===== src/rtl/excl_mon_pkg.sv =====
package excl_mon_pkg;
  localparam int SIZE_W = 3;

  typedef enum logic [1:0] {
    OP_LOAD     = 2'd0,
    OP_LOAD_EX  = 2'd1,
    OP_STORE    = 2'd2,
    OP_STORE_EX = 2'd3
  } mon_op_e;

  typedef enum logic {
    MON_OPEN = 1'b0,
    MON_EXCL = 1'b1
  } mon_state_e;

  localparam logic [SIZE_W-1:0] SZ_NONE = 3'd0;
  localparam logic [SIZE_W-1:0] SZ_BYTE = 3'd1;
  localparam logic [SIZE_W-1:0] SZ_HALF = 3'd2;
  localparam logic [SIZE_W-1:0] SZ_WORD = 3'd4;
endpackage


===== src/rtl/excl_mon_decode.sv =====
module excl_mon_decode
  import excl_mon_pkg::*;
#(
  parameter int ADDR_W  = 32,
  parameter int TAG_LSB = 11
) (
  input  logic              valid_i,
  input  logic [1:0]        op_i,
  input  logic [ADDR_W-1:0] addr_i,
  output logic [ADDR_W-1:0] tag_o,
  output logic              ldex_o,
  output logic              st_o,
  output logic              stex_o
);
  localparam logic [ADDR_W-1:0] TAG_MASK = ~((ADDR_W'(1) << TAG_LSB) - ADDR_W'(1));

  mon_op_e op;
  assign op    = mon_op_e'(op_i);
  assign tag_o = addr_i & TAG_MASK;

  always_comb begin
    ldex_o = 1'b0;
    st_o   = 1'b0;
    stex_o = 1'b0;
    if (valid_i) begin
      unique case (op)
        OP_LOAD_EX:  ldex_o = 1'b1;
        OP_STORE:    st_o   = 1'b1;
        OP_STORE_EX: stex_o = 1'b1;
        default:     ;
      endcase
    end
  end
endmodule


===== src/rtl/excl_mon_fsm.sv =====
module excl_mon_fsm
  import excl_mon_pkg::*;
#(
  parameter int ADDR_W = 32
) (
  input  logic              clk_i,
  input  logic              rst_ni,
  input  logic              ldex_i,
  input  logic              st_i,
  input  logic              stex_i,
  input  logic [ADDR_W-1:0] tag_i,
  input  logic [SIZE_W-1:0] size_i,
  output mon_state_e        state_o,
  output logic [ADDR_W-1:0] tag_o,
  output logic [SIZE_W-1:0] size_o,
  output logic              pass_o
);
  mon_state_e        state_q, state_d;
  logic [ADDR_W-1:0] tag_q, tag_d;
  logic [SIZE_W-1:0] size_q, size_d;
  logic              tag_hit;

  assign tag_hit = (tag_q == tag_i);
  assign pass_o  = stex_i && (state_q == MON_EXCL) && tag_hit && (size_q == size_i);

  always_comb begin
    state_d = state_q;
    tag_d   = tag_q;
    size_d  = size_q;
    if (ldex_i) begin
      state_d = MON_EXCL;
      tag_d   = tag_i;
      size_d  = size_i;
    end else if (stex_i) begin
      state_d = MON_OPEN;
      size_d  = SZ_NONE;
    end else if (st_i && state_q == MON_EXCL && tag_hit) begin
      state_d = MON_OPEN;
    end
  end

  always_ff @(posedge clk_i or negedge rst_ni) begin
    if (!rst_ni) begin
      state_q <= MON_OPEN;
      tag_q   <= '0;
      size_q  <= SZ_NONE;
    end else begin
      state_q <= state_d;
      tag_q   <= tag_d;
      size_q  <= size_d;
    end
  end

  assign state_o = state_q;
  assign tag_o   = tag_q;
  assign size_o  = size_q;
endmodule


===== src/rtl/excl_mon_resp.sv =====
module excl_mon_resp (
  input  logic clk_i,
  input  logic rst_ni,
  input  logic stex_i,
  input  logic pass_i,
  output logic rsp_valid_o,
  output logic rsp_pass_o,
  output logic rsp_status_o
);
  logic valid_q, pass_q;

  always_ff @(posedge clk_i or negedge rst_ni) begin
    if (!rst_ni) begin
      valid_q <= 1'b0;
      pass_q  <= 1'b0;
    end else begin
      valid_q <= stex_i;
      pass_q  <= stex_i && pass_i;
    end
  end

  assign rsp_valid_o  = valid_q;
  assign rsp_pass_o   = pass_q;
  // software status word: 0 success, 1 failure
  assign rsp_status_o = valid_q && !pass_q;
endmodule


===== src/rtl/excl_monitor.sv =====
module excl_monitor
  import excl_mon_pkg::*;
#(
  parameter int ADDR_W  = 32,
  parameter int TAG_LSB = 11
) (
  input  logic              clk_i,
  input  logic              rst_ni,
  input  logic              req_valid_i,
  input  logic [1:0]        req_op_i,
  input  logic [ADDR_W-1:0] req_addr_i,
  input  logic [2:0]        req_size_i,
  output logic              rsp_valid_o,
  output logic              rsp_pass_o,
  output logic              rsp_status_o
);
  logic [ADDR_W-1:0] req_tag;
  logic              is_ldex, is_st, is_stex, local_pass;
  mon_state_e        mon_state;
  logic [ADDR_W-1:0] rec_tag;
  logic [SIZE_W-1:0] rec_size;

  excl_mon_decode #(.ADDR_W(ADDR_W), .TAG_LSB(TAG_LSB)) u_decode (
    .valid_i (req_valid_i),
    .op_i    (req_op_i),
    .addr_i  (req_addr_i),
    .tag_o   (req_tag),
    .ldex_o  (is_ldex),
    .st_o    (is_st),
    .stex_o  (is_stex)
  );

  excl_mon_fsm #(.ADDR_W(ADDR_W)) u_fsm (
    .clk_i   (clk_i),
    .rst_ni  (rst_ni),
    .ldex_i  (is_ldex),
    .st_i    (is_st),
    .stex_i  (is_stex),
    .tag_i   (req_tag),
    .size_i  (req_size_i),
    .state_o (mon_state),
    .tag_o   (rec_tag),
    .size_o  (rec_size),
    .pass_o  (local_pass)
  );

  excl_mon_resp u_resp (
    .clk_i        (clk_i),
    .rst_ni       (rst_ni),
    .stex_i       (is_stex),
    .pass_i       (local_pass),
    .rsp_valid_o  (rsp_valid_o),
    .rsp_pass_o   (rsp_pass_o),
    .rsp_status_o (rsp_status_o)
  );
endmodule


===== config.mk =====
export PLATFORM = sky130hd
export DESIGN_NAME = excl_monitor
export DESIGN_NICKNAME = d
export VERILOG_FILES = /design/src/rtl/excl_mon_pkg.sv /design/src/rtl/excl_mon_decode.sv /design/src/rtl/excl_mon_fsm.sv /design/src/rtl/excl_mon_resp.sv /design/src/rtl/excl_monitor.sv
export SDC_FILE = /design/constraint.sdc
export NUM_CORES = 1
export LEC_CHECK = 0
export BUFFER_PORTS_ARGS = -buffer_cell sky130_fd_sc_hd__buf_4
export CORE_MARGIN = 2
export CORE_UTILIZATION = 45
export CTS_CLUSTER_DIAMETER = 40
export DETAILED_ROUTE_END_ITERATION = 7
export GPL_TIMING_DRIVEN = 0
export PLACE_DENSITY = 0.79
export SYNTH_ARGS = -nofsm -noshare
export SYNTH_HDL_FRONTEND = slang
export SYNTH_HIERARCHICAL = 1
export SYNTH_SLANG_ARGS = --single-unit

===== constraint.sdc =====
create_clock -name clk_i -period 2.25 [get_ports clk_i]
set_input_delay 0.3375 -clock clk_i [delete_from_list [all_inputs] [get_ports clk_i]]
set_output_delay 0.3375 -clock clk_i [all_outputs]
set_load 0.01 [all_outputs]

==> run metrics, run 1 <==
IO Count=43; DRT Wirelength=3240 microns; worst vdd ir=300 uV; crit path DAT=1740 ps; Worst Clk Skew=2.31 ps; area grow syn2layout=12.4%; Slew headroom=57.2%; Antenna Nets Post-Route=0; Synth cell types=20; DRT met1 WL=1480 microns; Clk Latency, worst-skew pair=280 ps; layout cells sized above 1=43.3%; Startpoint Class=flip-flop; Crit path required time=2420 ps; post-cts sizing count=0; # diodes=0; met3 WL=132 microns; sequential area share after synthesis=46.3%; Final setup viols=0; DIE AREA=0.00513 sq mm; gr ovfl total=0; clock sink count=38; Pleak=0.00108 uW; Fin Hold WS=15.5 ps; most frequent cells in the layout=42 x buf_4, 38 x dfrtp_1, 34 x xor2_1, 32 x mux2_2, 11 x conb_1; DR top layer=met4; CTS Buf Count=5; RSZ-0062 raised after global routing=false; vias=1,198; GRT Util Overall=14.9%; vias in the first global route=1,298; Nets=234; post-route minimum period=1570 ps; TritonCTS clock tree=built; Pwr per Cell Area=713 mW/mm^2; DR DRC count=0; FILL cells=401; part of the power in registers=53.3%; Crit Path Class=reg -> reg; switching share of power=25.8%; flip-flop and latch count after synthesis=38; crit-path max FO=2; fin cells=246; Row Count=24; dpl cells=239; Max-Cap Viols=0; met2 wire length=1580 microns; Max Clk Rate=0.637 GHz; Cell Area, Synth=0.00206 sq mm; mean routed wirelength per cell=13.2 microns; Tightest Pin Transition=642 ps; GP Congestion=0.680; P_int=1220 uW; final slew viol count=0; initial antenna violation count=0; Reg clk slew, reported paths=70 ps; TritonRoute pass-1 iters=4; combinational share of power=20.4%; DRT iter0 DRCs=43; Core Area=0.00438 sq mm; Die W=71.6 microns; CP Capture Type=flip-flop; hold bufs inserted after CTS=0; CTS max path bufs=2; syn_area_per_cell=12.3 sq um; sw power=424 uW; post-route setup TNS=0 ps; number of port buffers=10; DR vias/cell=4.87; status=finished, final reports clean; CTS root buf=clkbuf_8; Clock power frac=26.3%; Final Hold Vio Count=0; pin count of the biggest net entering global routing=39; Post-CTS Setup Inserts=0; Hold Path Class=in -> async; Yosys Warn Count=6; Mapped Cells=167; Die Span Y=71.6 microns; H-tree Lvls=2; initial core utilization=46.9%; worst reg2reg path depth=4; first-pass GRT wire length=5820 microns; commonest non-fill, non-tap cell in the layout=buf_4; fin crit share=69.7%
worst max-delay path, cell delays in order (launching register included):
cell and delay, ps:
dfrtp_1 390, xor2_1 140, nor4_1 350, nand4_1 200, o32a_1 380
stage by stage:
stage                     total power [uW]  instance area [sq um]  setup slack (ps)  util, %
after floorplan                       1150                   2090               795        -
after detailed placement              1230                   2230               505     50.9
after global placement                1210                   2230               510     50.9
after CTS                             1670                   2310               700     52.7
final                                 1650                   2310               681     52.7
after global routing                  1740                   2310               606     52.7
cell families after synthesis:
logic type | after synthesis | share of synthesized area (%)
simple gates | 21 | 6.76
other cells | 1 | 0.182
buf+inv | 36 | 12.6
xor+xnor | 35 | 14.9
compound gates | 4 | 1.77
flops | 38 | 46.3
mux | 32 | 17.5
area by class of cell:
cell class,count,area (sq um),area share (%)
Tap cell,52,65.1,2.82
Multi-Input combinational cell,103,883,38.2
Sequential cell,38,951,41.2
Buffer,36,259,11.2
Clock buffer,7,76.3,3.30
Timing Repair Buffer,10,75.1,3.25
sequential cells by signal (all words and copies together), names as in the netlist:
name,cells
u_resp/rsp_pass_o,1
u_fsm/size_o,3
u_fsm/state_o,1
u_resp/rsp_valid_o,1
u_fsm/tag_o,32
final timing paths:
check,startpoint,end,slack [ps]
setup / recovery,u_fsm/tag_o[25],u_fsm/state_o,680
hold / removal,rst_ni,u_fsm/tag_o[25],20
setup reg to reg,u_fsm/tag_o[25],u_fsm/state_o,680
hold reg to reg,u_fsm/size_o[2],u_fsm/size_o[2],530
max in group asynchronous,rst_ni,u_fsm/tag_o[13],1900
min in group clk_i,req_addr_i[25],u_fsm/tag_o[25],300
power by group through the flow:
| stage | logic, uW | registers (uW) | clock network, uW |
|---|---|---|---|
| floorplan | 273 | 877 | 0 |
| global placement | 330 | 883 | 0 |
| detailed placement | 338 | 894 | 0 |
| CTS | 341 | 881 | 448 |
| global route | 374 | 896 | 473 |
| finish | 336 | 878 | 432 |
synth_stat cells (all sizes together):
cell type / n / area, sq um
o32a: 1 / 10.0
and2: 1 / 6.26
mux2: 32 / 360
nand4: 3 / 18.8
nor3: 1 / 5.00
dfrtp: 38 / 951
nand2b: 1 / 6.26
xnor2: 1 / 8.76
and3b: 2 / 17.5
conb: 1 / 3.75
a22o: 3 / 26.3
nor4: 8 / 50.1
xor2: 34 / 298
nor2: 2 / 7.51
buf: 35 / 255
and3: 1 / 7.51
nor2b: 2 / 20.0
clkbuf: 1 / 3.75
metal layers:
layer / vias to the layer above / GRT usage [%]
met1: 592 / 18.1
met3: 4 / 4.92
li1: 578 / -
met4: 0 / 6.92
met5: - / 0
met2: 24 / 23.9
Power figures use the tool's default switching activity.
==> run 2: changes to the inputs <==
--- a/config.mk
+++ b/config.mk
@@ -11,7 +11,7 @@
 export CTS_CLUSTER_DIAMETER = 40
 export DETAILED_ROUTE_END_ITERATION = 7
 export GPL_TIMING_DRIVEN = 0
-export PLACE_DENSITY = 0.79
+export PLACE_DENSITY = 0.81
 export SYNTH_ARGS = -nofsm -noshare
 export SYNTH_HDL_FRONTEND = slang
 export SYNTH_HIERARCHICAL = 1
==> constraint.sdc (replaced) <==
create_clock -name clk_i -period 1.4 [get_ports clk_i]
set_input_delay 0.21 -clock clk_i [delete_from_list [all_inputs] [get_ports clk_i]]
set_output_delay 0.21 -clock clk_i [all_outputs]
set_load 0.01 [all_outputs]
==> run 2 against run 1 <==
Against the previous run:
- the run now ends with negative setup slack left
- non-clock buffer count grew 1
- flip-flop and latch count is the same
- count of clock-buffer cells in the layout is the same
- core utilization grew 1.2 points
- first-iteration DRC count grew 63%
- clock skew is essentially flat
- highest routed layer unchanged
==> run metrics, run 2 (synthesis gave the netlist of run 1 again) <==
first-pass GRT wire length=5780 microns (was 5820 microns); status=finished, violations left (was finished, final reports clean); Hold Path Class=in -> reg (was in -> async); most frequent cells in the layout=42 x buf_4, 38 x dfrtp_1, 34 x xor2_1, 32 x mux2_2, 11 x conb_1 (unchanged); Crit Path Class=reg -> reg (unchanged); area grow syn2layout=15.0% (was 12.4%); Clk Latency, worst-skew pair=290 ps (was 280 ps); layout cells sized above 1=46.7% (was 43.3%); GP Congestion=0.722 (was 0.680); Slew headroom=54.1% (was 57.2%); CTS max path bufs=2 (unchanged); CP startpoint=u_fsm/tag_o[27] (was u_fsm/tag_o[25]); number of port buffers=10 (unchanged); vias=1,172 (was 1,198); initial antenna violation count=0 (unchanged); Tightest Pin Transition=688 ps (was 642 ps); Max Clk Rate=0.677 GHz (was 0.637 GHz); post-route minimum period=1480 ps (was 1570 ps); TritonCTS clock tree=built (unchanged); Pwr per Cell Area=1140 mW/mm^2 (was 713 mW/mm^2); R2R Setup Slk=-80 ps (was 680 ps); GRT Util Overall=15.1% (was 14.9%); DRT iter0 DRCs=70 (was 43); Post-CTS Setup Inserts=0 (unchanged); vias in the first global route=1,245 (was 1,298); Final Hold Vio Count=0 (unchanged); pin count of the biggest net entering global routing=39 (unchanged); initial core utilization=46.9% (unchanged); H-tree Lvls=2 (unchanged); Crit path required time=1580 ps (was 2420 ps); Fin Hold WS=165 ps (was 15.5 ps); Post-DP HPWL=2300 microns; worst hold path startpoint=req_addr_i[29]; FF-to-FF End=u_fsm/state_o (unchanged); crit path DAT=1650 ps (was 1740 ps); crit path to=u_fsm/state_o (unchanged); fin crit share=106% (was 69.7%); CP Capture Type=flip-flop (unchanged); RSZ-0062 raised after global routing=true (was false); DR vias/cell=4.74 (was 4.87); fin worst setup slack=-77.0 ps (was 681 ps); Max-Cap Viols=0 (unchanged); Pleak=0.00109 uW (was 0.00108 uW); Final setup viols=2 (was 0); Nets=235 (was 234); crit-path max FO=2 (unchanged); Row Count=24 (unchanged); Die Span Y=71.6 microns (unchanged); violated checks=negative setup slack; final slew viol count=0 (unchanged); TritonRoute pass-1 iters=4 (unchanged); Core Area=0.00438 sq mm (unchanged); IO Count=43 (unchanged); # diodes=0 (unchanged); commonest non-fill, non-tap cell in the layout=buf_4 (unchanged); gr ovfl total=0 (unchanged); Overall Power=2700 uW (was 1650 uW); worst reg2reg path depth=4 (unchanged); FF-to-FF Start=u_fsm/tag_o[27] (was u_fsm/tag_o[25]); Largest register FFs=32 (unchanged); DIE AREA=0.00513 sq mm (unchanged); DRT Wirelength=3250 microns (was 3240 microns); Antenna Nets Post-Route=0 (unchanged); CTS root buf=clkbuf_8 (unchanged); worst vdd ir=763 uV (was 300 uV); Worst Clk Skew=2.80 ps (was 2.31 ps); mean routed wirelength per cell=13.2 microns (about the same); Startpoint Class=flip-flop (unchanged); CTS Buf Count=5 (unchanged); DR DRC count=0 (unchanged); Reg clk slew, reported paths=70 ps (about the same); clock sink count=38 (unchanged); Die W=71.6 microns (unchanged)
[run 2: cell count changes in the layout (fill, tap and decap cells not counted)]
cell	before	now
nor4_2	0	7
dlygate4sd3_1	0	1
nor4_1	8	1
[run 2: worst min path at each step]
| stage | endpoint | cells after the start |
|---|---|---|
| global placement | u_fsm/tag_o[25] | 1 |
| global route | u_fsm/tag_o[16] | 2 |
| floorplan | u_fsm/size_o[0] | 0 |
| CTS | u_fsm/tag_o[27] | 2 |
| detailed placement | u_fsm/tag_o[25] | 1 |
| finish | u_fsm/tag_o[29] | 2 |
[run 2: critical path, cell delays in order (launching register included)]
cell and delay, ps:
dfrtp_1 390, xor2_1 160, nor4_2 300, nand4_1 170
o32a_1 350
[run 2: timing repair]
item / CTS / global route
resized for setup: 2 / 5
hold buffers: 1 / 0
setup endpoints to repair: 2 / 2
pin swaps: 6 / 4
endpoints found under the hold margin: 38 / 0
[run 2: metrics by stage]
step / util [%] / cells / cell area, sq um / worst slack (ps) / TNS, ps
after floorplan: - / 177 / 2090 / 47.7 / 0
after global placement: 50.9 / 239 / 2230 / -197 / -5070
after detailed placement: 50.9 / 239 / 2230 / -212 / -5290
after CTS: 53.2 / 247 / 2330 / -105 / -163
after global routing: 53.9 / 247 / 2360 / -157 / -298
final: 53.9 / 247 / 2360 / -77.0 / -98.1
[run 2: final cells by class]
class | instances | area, sq um
flip-flops and latches | 38 | 951
clock buffers | 7 | 76.3
repair buffers | 11 | 85.1
fillers | 393 | 2020
multi-input cells | 103 | 927
well taps | 52 | 65.1
plain buffers | 36 | 259
[run 2: layer usage]
| layer | vias up | global-route usage, % | wire, microns | share of wire, % |
|---|---|---|---|---|
| met5 | - | 0 | 0 | 0 |
| met4 | 0 | 6.92 | 67 | 2.1 |
| met3 | 5 | 5.77 | 152 | 4.7 |
| met2 | 25 | 23.7 | 1600 | 49 |
| met1 | 561 | 18.4 | 1440 | 44 |
| li1 | 581 | - | - | - |
[run 2: power breakdown]
part	switching (uW)	leakage, uW	internal (uW)
Clock	353	0.0000383	342
Sequential	120	0.000457	1290
Combinational	247	0.000594	344
